File: src/rtl/load_order_guard.sv
module load_order_guard #(
  parameter int IDX_W = 3,
  parameter int ADDR_W = 16,
  parameter int OFF_W = 4,
  parameter bit EARLY_RELEASE = 1'b1,
  localparam int AGE_W = IDX_W + 1,
  localparam int LINE_W = ADDR_W - OFF_W
) (
  input  logic              clk,
  input  logic              rst_n,
  input  logic              bind_valid,
  input  logic [AGE_W-1:0]  bind_tag,
  input  logic [ADDR_W-1:0] bind_addr,
  input  logic              bind_noncoh,
  input  logic              retire_valid,
  input  logic [AGE_W-1:0]  retire_tag,
  input  logic              snoop_valid,
  input  logic [ADDR_W-1:0] snoop_addr,
  input  logic              unbound_valid,
  input  logic [AGE_W-1:0]  unbound_tag,
  output logic              flush_valid,
  output logic [AGE_W-1:0]  flush_tag
);
  localparam int DEPTH = 1 << IDX_W;

  function automatic logic older(input logic [AGE_W-1:0] a, input logic [AGE_W-1:0] b);
    if (a[IDX_W] == b[IDX_W]) return a[IDX_W-1:0] < b[IDX_W-1:0];
    return a[IDX_W-1:0] > b[IDX_W-1:0];
  endfunction

  logic [DEPTH-1:0]  vld;
  logic [AGE_W-1:0]  tag_q  [DEPTH];
  logic [LINE_W-1:0] line_q [DEPTH];

  wire [LINE_W-1:0] snoop_line = snoop_addr[ADDR_W-1:OFF_W];
  wire [LINE_W-1:0] bind_line  = bind_addr[ADDR_W-1:OFF_W];
  wire [IDX_W-1:0]  bind_idx   = bind_tag[IDX_W-1:0];
  wire [IDX_W-1:0]  ret_idx    = retire_tag[IDX_W-1:0];
  wire              bind_coh   = bind_valid & ~bind_noncoh;
  wire              bind_hit   = snoop_valid & bind_coh & (bind_line == snoop_line);

  logic [DEPTH-1:0] hit_vec, ret_vec, rel_vec;
  logic             any_hit;
  logic [AGE_W-1:0] oldest;

  for (genvar i = 0; i < DEPTH; i++) begin : g_ent
    assign ret_vec[i] = retire_valid & vld[i] & (tag_q[i] == retire_tag);
    assign hit_vec[i] = snoop_valid & vld[i] & ~ret_vec[i] & (line_q[i] == snoop_line);
    if (EARLY_RELEASE) begin : g_rel
      assign rel_vec[i] = ~unbound_valid | older(tag_q[i], unbound_tag);
    end else begin : g_norel
      assign rel_vec[i] = 1'b0;
    end
  end

  always_comb begin
    any_hit = bind_hit;
    oldest  = bind_tag;
    for (int i = 0; i < DEPTH; i++)
      if (hit_vec[i] && (!any_hit || older(tag_q[i], oldest))) begin
        any_hit = 1'b1;
        oldest  = tag_q[i];
      end
  end

  wire bind_keep = bind_coh & ~(any_hit & ~older(bind_tag, oldest));

  always_ff @(posedge clk) begin
    if (!rst_n) begin
      vld <= '0;
    end else begin
      for (int i = 0; i < DEPTH; i++) begin
        if ((any_hit && !older(tag_q[i], oldest)) || ret_vec[i] || rel_vec[i])
          vld[i] <= 1'b0;
        if (bind_keep && bind_idx == IDX_W'(i)) begin
          vld[i]    <= 1'b1;
          tag_q[i]  <= bind_tag;
          line_q[i] <= bind_line;
        end
      end
    end
  end

  always_ff @(posedge clk) begin
    if (!rst_n) begin
      flush_valid <= 1'b0;
      flush_tag   <= '0;
    end else begin
      flush_valid <= any_hit;
      if (any_hit) flush_tag <= oldest;
    end
  end

  logic young_live;
  always_comb begin
    young_live = 1'b0;
    for (int i = 0; i < DEPTH; i++)
      if (vld[i] && !older(tag_q[i], flush_tag)) young_live = 1'b1;
  end

  a_r1_reset_quiet: assert property (@(posedge clk) $past(!rst_n) |-> !flush_valid);
  a_r2_flush_needs_snoop: assert property (@(posedge clk) disable iff (!rst_n)
    flush_valid |-> $past(snoop_valid));
  a_r5_flush_clears_younger: assert property (@(posedge clk) disable iff (!rst_n)
    flush_valid |-> !young_live);
  a_r6_noncoh_untracked: assert property (@(posedge clk) disable iff (!rst_n)
    bind_valid && bind_noncoh && !vld[bind_idx] |=> !vld[$past(bind_idx)]);
  a_r7_retire_clears: assert property (@(posedge clk) disable iff (!rst_n)
    retire_valid && vld[ret_idx] && tag_q[ret_idx] == retire_tag
      && !(bind_valid && bind_idx == ret_idx) |=> !vld[$past(ret_idx)]);

  if (EARLY_RELEASE) begin : g_rel_chk
    for (genvar i = 0; i < DEPTH; i++) begin : g_r8
      a_r8_release_older: assert property (@(posedge clk) disable iff (!rst_n)
        unbound_valid && vld[i] && older(tag_q[i], unbound_tag)
          && !(bind_valid && bind_idx == IDX_W'(i)) |=> !vld[i]);
    end
  end
endmodule

File: config.mk
export PLATFORM = sky130hd
export DESIGN_NAME = load_order_guard
export DESIGN_NICKNAME = d
export VERILOG_FILES = /design/src/rtl/load_order_guard.sv
export SDC_FILE = /design/constraint.sdc
export NUM_CORES = 1
export LEC_CHECK = 0
export BUFFER_PORTS_ARGS = -buffer_cell sky130_fd_sc_hd__buf_2
export CORE_UTILIZATION = 55
export CTS_BUF_LIST = sky130_fd_sc_hd__clkbuf_4 sky130_fd_sc_hd__clkbuf_8
export CTS_CLUSTER_DIAMETER = 60
export DETAILED_ROUTE_END_ITERATION = 10
export HOLD_SLACK_MARGIN = 0.08
export PLACE_DENSITY = 0.73
export SETUP_SLACK_MARGIN = 0.4
export SLEW_MARGIN = 20
export SYNTH_ARGS = -nofsm -noshare
export SYNTH_HDL_FRONTEND = slang
export SYNTH_SLANG_ARGS = --single-unit
File: constraint.sdc
create_clock -name clk -period 27.5 [get_ports clk]
set_clock_uncertainty 0.15 [all_clocks]
set_input_delay 0 -clock clk [delete_from_list [all_inputs] [get_ports clk]]
set_output_delay 0 -clock clk [all_outputs]
set_load 0.02 [all_outputs]
==> Word-level counts from Yosys, hierarchy flattened <==
Memory sizes are Yosys's and may differ from the RTL's.
Cells that the tools add are included.
{ "op_classes": {"n_addsub": 0, "mul": 0, "n_div": 0, "magnitude_cmp": 50, "n_eq_ne": 49, "n_shift": 0, "mux": 189, "bitwise": 65, "n_reduce_logical": 87} }
{ "ops": {"columns": ["cell", "n"], "rows": [
  ["$mux 1", 153],
  ["$eq 12x12->1", 9],
  ["$mux 12", 7],
  ["$reduce_or 12->1", 7],
  ["$gt 3x3->1", 25],
  ["$lt 3x3->1", 25],
  ["$mux 4", 15],
  ["$and 1x1->1", 45],
  ["$mux 3", 14],
  ["$eq 4x4->1", 8],
  ["$reduce_or 4->1", 7],
  ["$eq 1x1->1", 25],
  ["$logic_and 1x1->1", 24],
  ["$logic_or 1x1->1", 24],
  ["$logic_not 1->1", 16],
  ["$reduce_bool 2->1", 8],
  ["$eq 3x3->1 const B", 4],
  ["$not 1->1", 12],
  ["$or 1x1->1", 8],
  ["$eq 3x2->1 const B", 2],
  ["$eq 3x1->1 const B", 1],
  ["$logic_not 3->1", 1]
]} }
{ "word_totals": {"ff_bits": 13, "latchBits": 0, "ram_bits": 128, "rom_bits": 0, "in_bits": 51, "memories": 2} }
{ "mem_list": {"columns": ["memory", "depth", "word_bits", "rd", "rd_clocked_by_memory_dff", "wr", "line", "source"], "rows": [
  ["line_q", 8, 12, 8, 0, 1, "33", "logic [LINE_W-1:0] line_q [DEPTH];"],
  ["tag_q", 8, 4, 8, 0, 1, "32", "logic [AGE_W-1:0] tag_q [DEPTH];"]
]} }

==> Logic depth before layout (Yosys ltp) <==
{ "logic_depth": {"depth_word": 69, "mapped_depth": 86, "ltp_nobuf": 85} }

==> Least setup slack after synthesis <==
No wires, ideal clock.
{ "synth_path": {"path_type": "register -> register", "from": "mem tag_q[0][1] (netlist bit)", "to": "mem line_q[1][0] (netlist bit), enable pin", "arrival_ns": 15.380, "required_ns": 26.962, "path_slack_ns": 11.582, "path_stages_with_launch": 78, "n_path_buf": 2, "period_less_slack_ns": 15.918, "cell_sequence": "edfxtp_1 > ha_1 > nand2_1 > o21ai_0 > mux2i_1 > o211ai_4 > mux2i_1 > ha_1 > o21ai_0 > or2_2 > a2111oi_0 > a211o_2 > mux2i_2 > nand2_4 > mux2_2 > ha_1 > nand2b_1 > a21oi_1 > (+42 left out) > mux2_2 > ha_1 > a21o_1 > a21oi_1 > a31oi_1 > nor2_1 > mux2i_1 > and2_1 > buf_2 > mux2i_1 > ha_1 > nor2b_1 > o21ai_0 > nand2b_1 > nor2_1 > nor3_4 > buf_4 > nor2_1"} }
{ "synth_rtl": {"columns": ["item", "line"], "rows": [
  ["from (decl)", "32"],
  ["to (decl)", "33"]
]} }

==> Worst setup path in the final report <==
{ "layout_path": {"from": "in bind_tag[1]", "to": "reg vld[7]"} }
{ "layout_between": {"elab_cells_between_ends": 111} }
{ "layout_rtl": {"columns": ["item", "line", "source"], "rows": [
  ["from (decl)", "12", "input logic [AGE_W-1:0] bind_tag,"],
  ["$lt 3x3->1", "27", "if (a[IDX_W] == b[IDX_W]) return a[IDX_W-1:0] < b[IDX_W-1:0];"],
  ["$mux 1", "27", null],
  ["$mux 1", "28", "return a[IDX_W-1:0] > b[IDX_W-1:0];"],
  ["$logic_or 1x1->1", "60", "if (hit_vec[i] && (!any_hit || older(tag_q[i], oldest))) begin"],
  ["$logic_and 1x1->1", "60", null],
  ["$mux 4", "60", null],
  ["$lt 3x3->1 or $eq 1x1->1 (tied branches)", "27", null],
  ["$mux 1", "27", null],
  ["(+40 left out)", null, null],
  ["via oldest[0]", "44", "logic [AGE_W-1:0] oldest;"],
  ["(+1 left out)", null, null],
  ["$mux 1", "27", null],
  ["$mux 1", "28", null],
  ["$not 1->1 or $mux 1 (tied branches)", "66, 69", null],
  ["$and 1x1->1 or $logic_not 1->1 (tied branches)", "66, 73", null],
  ["$not 1->1 or $logic_and 1x1->1 (tied branches)", "66, 73", null],
  ["$and 1x1->1 or $logic_or 1x1->1 (tied branches)", "66, 73", null],
  ["$logic_and 1x1->1 or $logic_or 1x1->1 (tied branches)", "75, 73", null],
  ["$mux 1 or $reduce_bool 2->1 (tied branches)", null, null],
  ["to (signal assigned)", "70", "vld <= '0;"],
  ["to (signal, indexed assignment)", "74", "vld[i] <= 1'b0;"],
  ["to (signal, indexed assignment)", "76", "vld[i] <= 1'b1;"],
  ["to (decl)", "31", "logic [DEPTH-1:0] vld;"]
]} }
Mark *: on every way through the listed nets, which the timed path passes. The rest lies on a longest branch. The select of a mux whose other input is x is not followed.
A chain may end at the register's enable or synchronous reset.

==> flow_metrics.env <==
export IMPL_finalCritPeriodShare_pct=65.2
export IMPL_area_growth_syn_to_layout_pct=10.9
export IMPL_ant_nets=0
export IMPL_syn_nets=1071
export IMPL_synthCells=950
export IMPL_ctsResizeCount=0
export IMPL_nets=1142
export IMPL_slew_violations=0
export IMPL_grt_max_degree=17
export IMPL_cts_tree="done"
export IMPL_synth_cell_types=85
export IMPL_pin_count=56
export IMPL_tightestPinTransition_ns=1.15
export IMPL_clock_latency_ns=0.44
export IMPL_cts_setup_buffers=0
export IMPL_crit_buf_inv=10
export IMPL_ir_worst_vdd_mv=0.0442
export IMPL_crit_type="input port to register"
export IMPL_grt_pass1_wl_um=39500
export IMPL_setup_violations=0
export IMPL_hold_worst_slack_ns=0.102
export IMPL_drc=0
export IMPL_cts_max_level=4
export IMPL_core_mm2=0.0175
export IMPL_antenna_found_initial=0
export IMPL_slew_headroom_pct=22.5
export IMPL_tns_ns=0
export IMPL_clkSinkCount=141
export IMPL_final_area_mm2=0.0111
export IMPL_placed_cell_area_mm2=0.0105
export IMPL_wire_per_inst_um=20.7
export IMPL_drive_above_1_share_pct=15.0
export IMPL_num_antenna_cells=0
export IMPL_syn_area_mm2=0.0100
export IMPL_die_x_um=137
export IMPL_dp_hpwl_um=18400
export IMPL_max_stage_delay_ns=0.57
export IMPL_wl_um=26000
export IMPL_drt_iter0_drc=514
export IMPL_drt_first_pass_iters=5
export IMPL_status="finished clean"
export IMPL_fmax_mhz=55.8
export IMPL_grt_pass1_vias=7366
export IMPL_post_route_min_period_ns=17.92
export IMPL_numCtsBuffers=17
export IMPL_async_flop_share_pct=0
export IMPL_initial_core_util_pct=57.0
export IMPL_start_kind="input port"
export IMPL_grt_ovfl_total=0
export IMPL_crit_slowest_cell="dlygate4sd3_1"
export IMPL_crit_required_ns=27.68
export IMPL_synth_edf_count=128
export IMPL_cts_root_buf="clkbuf_8"
export IMPL_num_vias=7785
export IMPL_yosysWarnings=0
export IMPL_synth_seq_area_share_pct=41.0
export IMPL_hold_path_class="input port to register"
export IMPL_crit_top_cell="ha_1"
export IMPL_n_fill_cell=1463
export IMPL_cp_end_kind="register"
export IMPL_gr_usage_all_layers_pct=28.8
export IMPL_utilization_pct=63.2
export IMPL_critPathTopFamily="compound AO/OA/AOI/OAI gates"
export IMPL_max_clock_path_buffers=2
export IMPL_port_buffers=47
export IMPL_die_area_mm2=0.0187
export IMPL_drv_cap=0
export IMPL_hold_violations=0
export IMPL_rows=48
export IMPL_syn_area_per_cell_um2=10.5
export IMPL_rsz0062_at_grt="false"
export IMPL_die_h_um=137
export IMPL_gp_congestion=0.883
export IMPL_vias_per_cell=6.19
export IMPL_power_density_mw_per_mm2=42.9
export IMPL_critPathArrivalTime_ns=18.11
export IMPL_synthFlopType="edfxtp_1"
export IMPL_p_leak_nw=4.26
export IMPL_cts_clk_slew_worst_paths_ns=0.08
export IMPL_synth_seq_cells=141
export IMPL_critical_path_max_fanout=15
area by class of cell:
type                       instances  area, um2  share of cell area [%]
clock buffer                      18        241                    2.18
clock inverter                    13        149                    1.34
inverter                          52        195                    1.76
multi-input combinational        723       5530                    49.9
sequential                       141       4100                    37.0
tap                              225        282                    2.54
timing repair buffer              86        588                    5.30
tightest hold or removal path, stage by stage:
cell     delay (ns)
buf_2          0.10
nor2b_1        0.18
and3_1         0.21
nand2_1        0.10
o21ai_1        0.06
flip-flops by register name, summed over array words and instances, names as in the netlist:
signal,flops
flush_valid,1
flush_tag,4
line_q,96
vld,8
tag_q,32
cells in the final DEF (no fill, tap or decap), drive strengths merged, types with 30 or more instances in the layout:
master / synthesis / routed
nor2: 47 / 47
edfxtp: 128 / 128
nand3: 34 / 34
inv: 52 / 53
o21ai: 33 / 33
xor2: 57 / 57
a21oi: 34 / 34
nand2: 60 / 60
mux2: 30 / 30
xnor2: 105 / 105
buf: 20 / 62
ha: 70 / 70
power by group:
group          leakage [nW]  switching, mW  internal, mW
registers              1.26        0.00183         0.236
logic                  2.81         0.0421        0.0293
clock network         0.193         0.0773        0.0890
timing repair:
action | in CTS | in global routing
endpoints found under the hold margin | 147 | 0
hold buffers | 24 | 0
setup endpoints to repair | 0 | 0
synth_stat cells (8+ instances only):
cell type / count / share of area (%)
edfxtp_1: 128 / 38
xnor2_1: 105 / 9.2
ha_1: 70 / 8.8
nand2_1: 59 / 2.2
xor2_1: 57 / 5.0
inv_1: 52 / 2.0
nor2_1: 47 / 1.8
a21oi_1: 32 / 1.6
nand3_1: 32 / 1.6
mux2_2: 26 / 2.9
o21ai_0: 24 / 1.2
nor3_1: 23 / 1.2
a31oi_1: 20 / 1.3
and3_1: 20 / 1.3
a21o_1: 18 / 1.4
clkbuf_1: 14 / 0.53
nand2b_1: 14 / 0.88
nand4_1: 14 / 0.88
dfxtp_1: 13 / 2.6
buf_2: 11 / 0.55
mux2i_1: 11 / 1.1
nor4_1: 10 / 0.63
or4_1: 10 / 0.75
nor2b_1: 9 / 0.56
o21ai_1: 9 / 0.45
buf_4: 8 / 0.60
metrics by stage:
stage	cells	total power, mW	worst slack, ns
after global routing	1258	0.490	8.35
after floorplan	950	0.290	11.58
after global placement	1203	0.309	10.17
final	1258	0.475	9.58
after CTS	1258	0.476	9.83
after detailed placement	1203	0.310	9.97
final timing paths:
check	startpoint	cells past startpoint	slack, ns	endpoint
max reg2reg	tag_q[0][1]	79	9.60	vld[7]
max	bind_tag[1]	82	9.58	vld[7]
min	bind_valid	5	0.10	vld[0]
min reg2reg	flush_tag[3]	2	0.33	flush_tag[3]
cell families (layout without fill, tap and decap cells):
group	Yosys count	count (layout)	synth area share (%)
AND/OR/NAND/NOR	283	283	15.7
XOR/XNOR	162	162	14.2
flip-flops	141	141	41.0
AO/OA/AOI/OAI	166	166	11.9
buffers and inverters	86	169	3.66
adder cells (fa/ha/maj)	70	70	8.76
multiplexers	42	42	4.73
routing by layer:
layer,track usage (%),part of all wire (%),vias to the layer above
met5,0,0,-
met2,50.0,49,324
met4,9.52,2.4,0
met1,37.0,42,3760
met3,3.70,7.3,59
li1,-,-,3642
(Power assumes the default switching activity.)
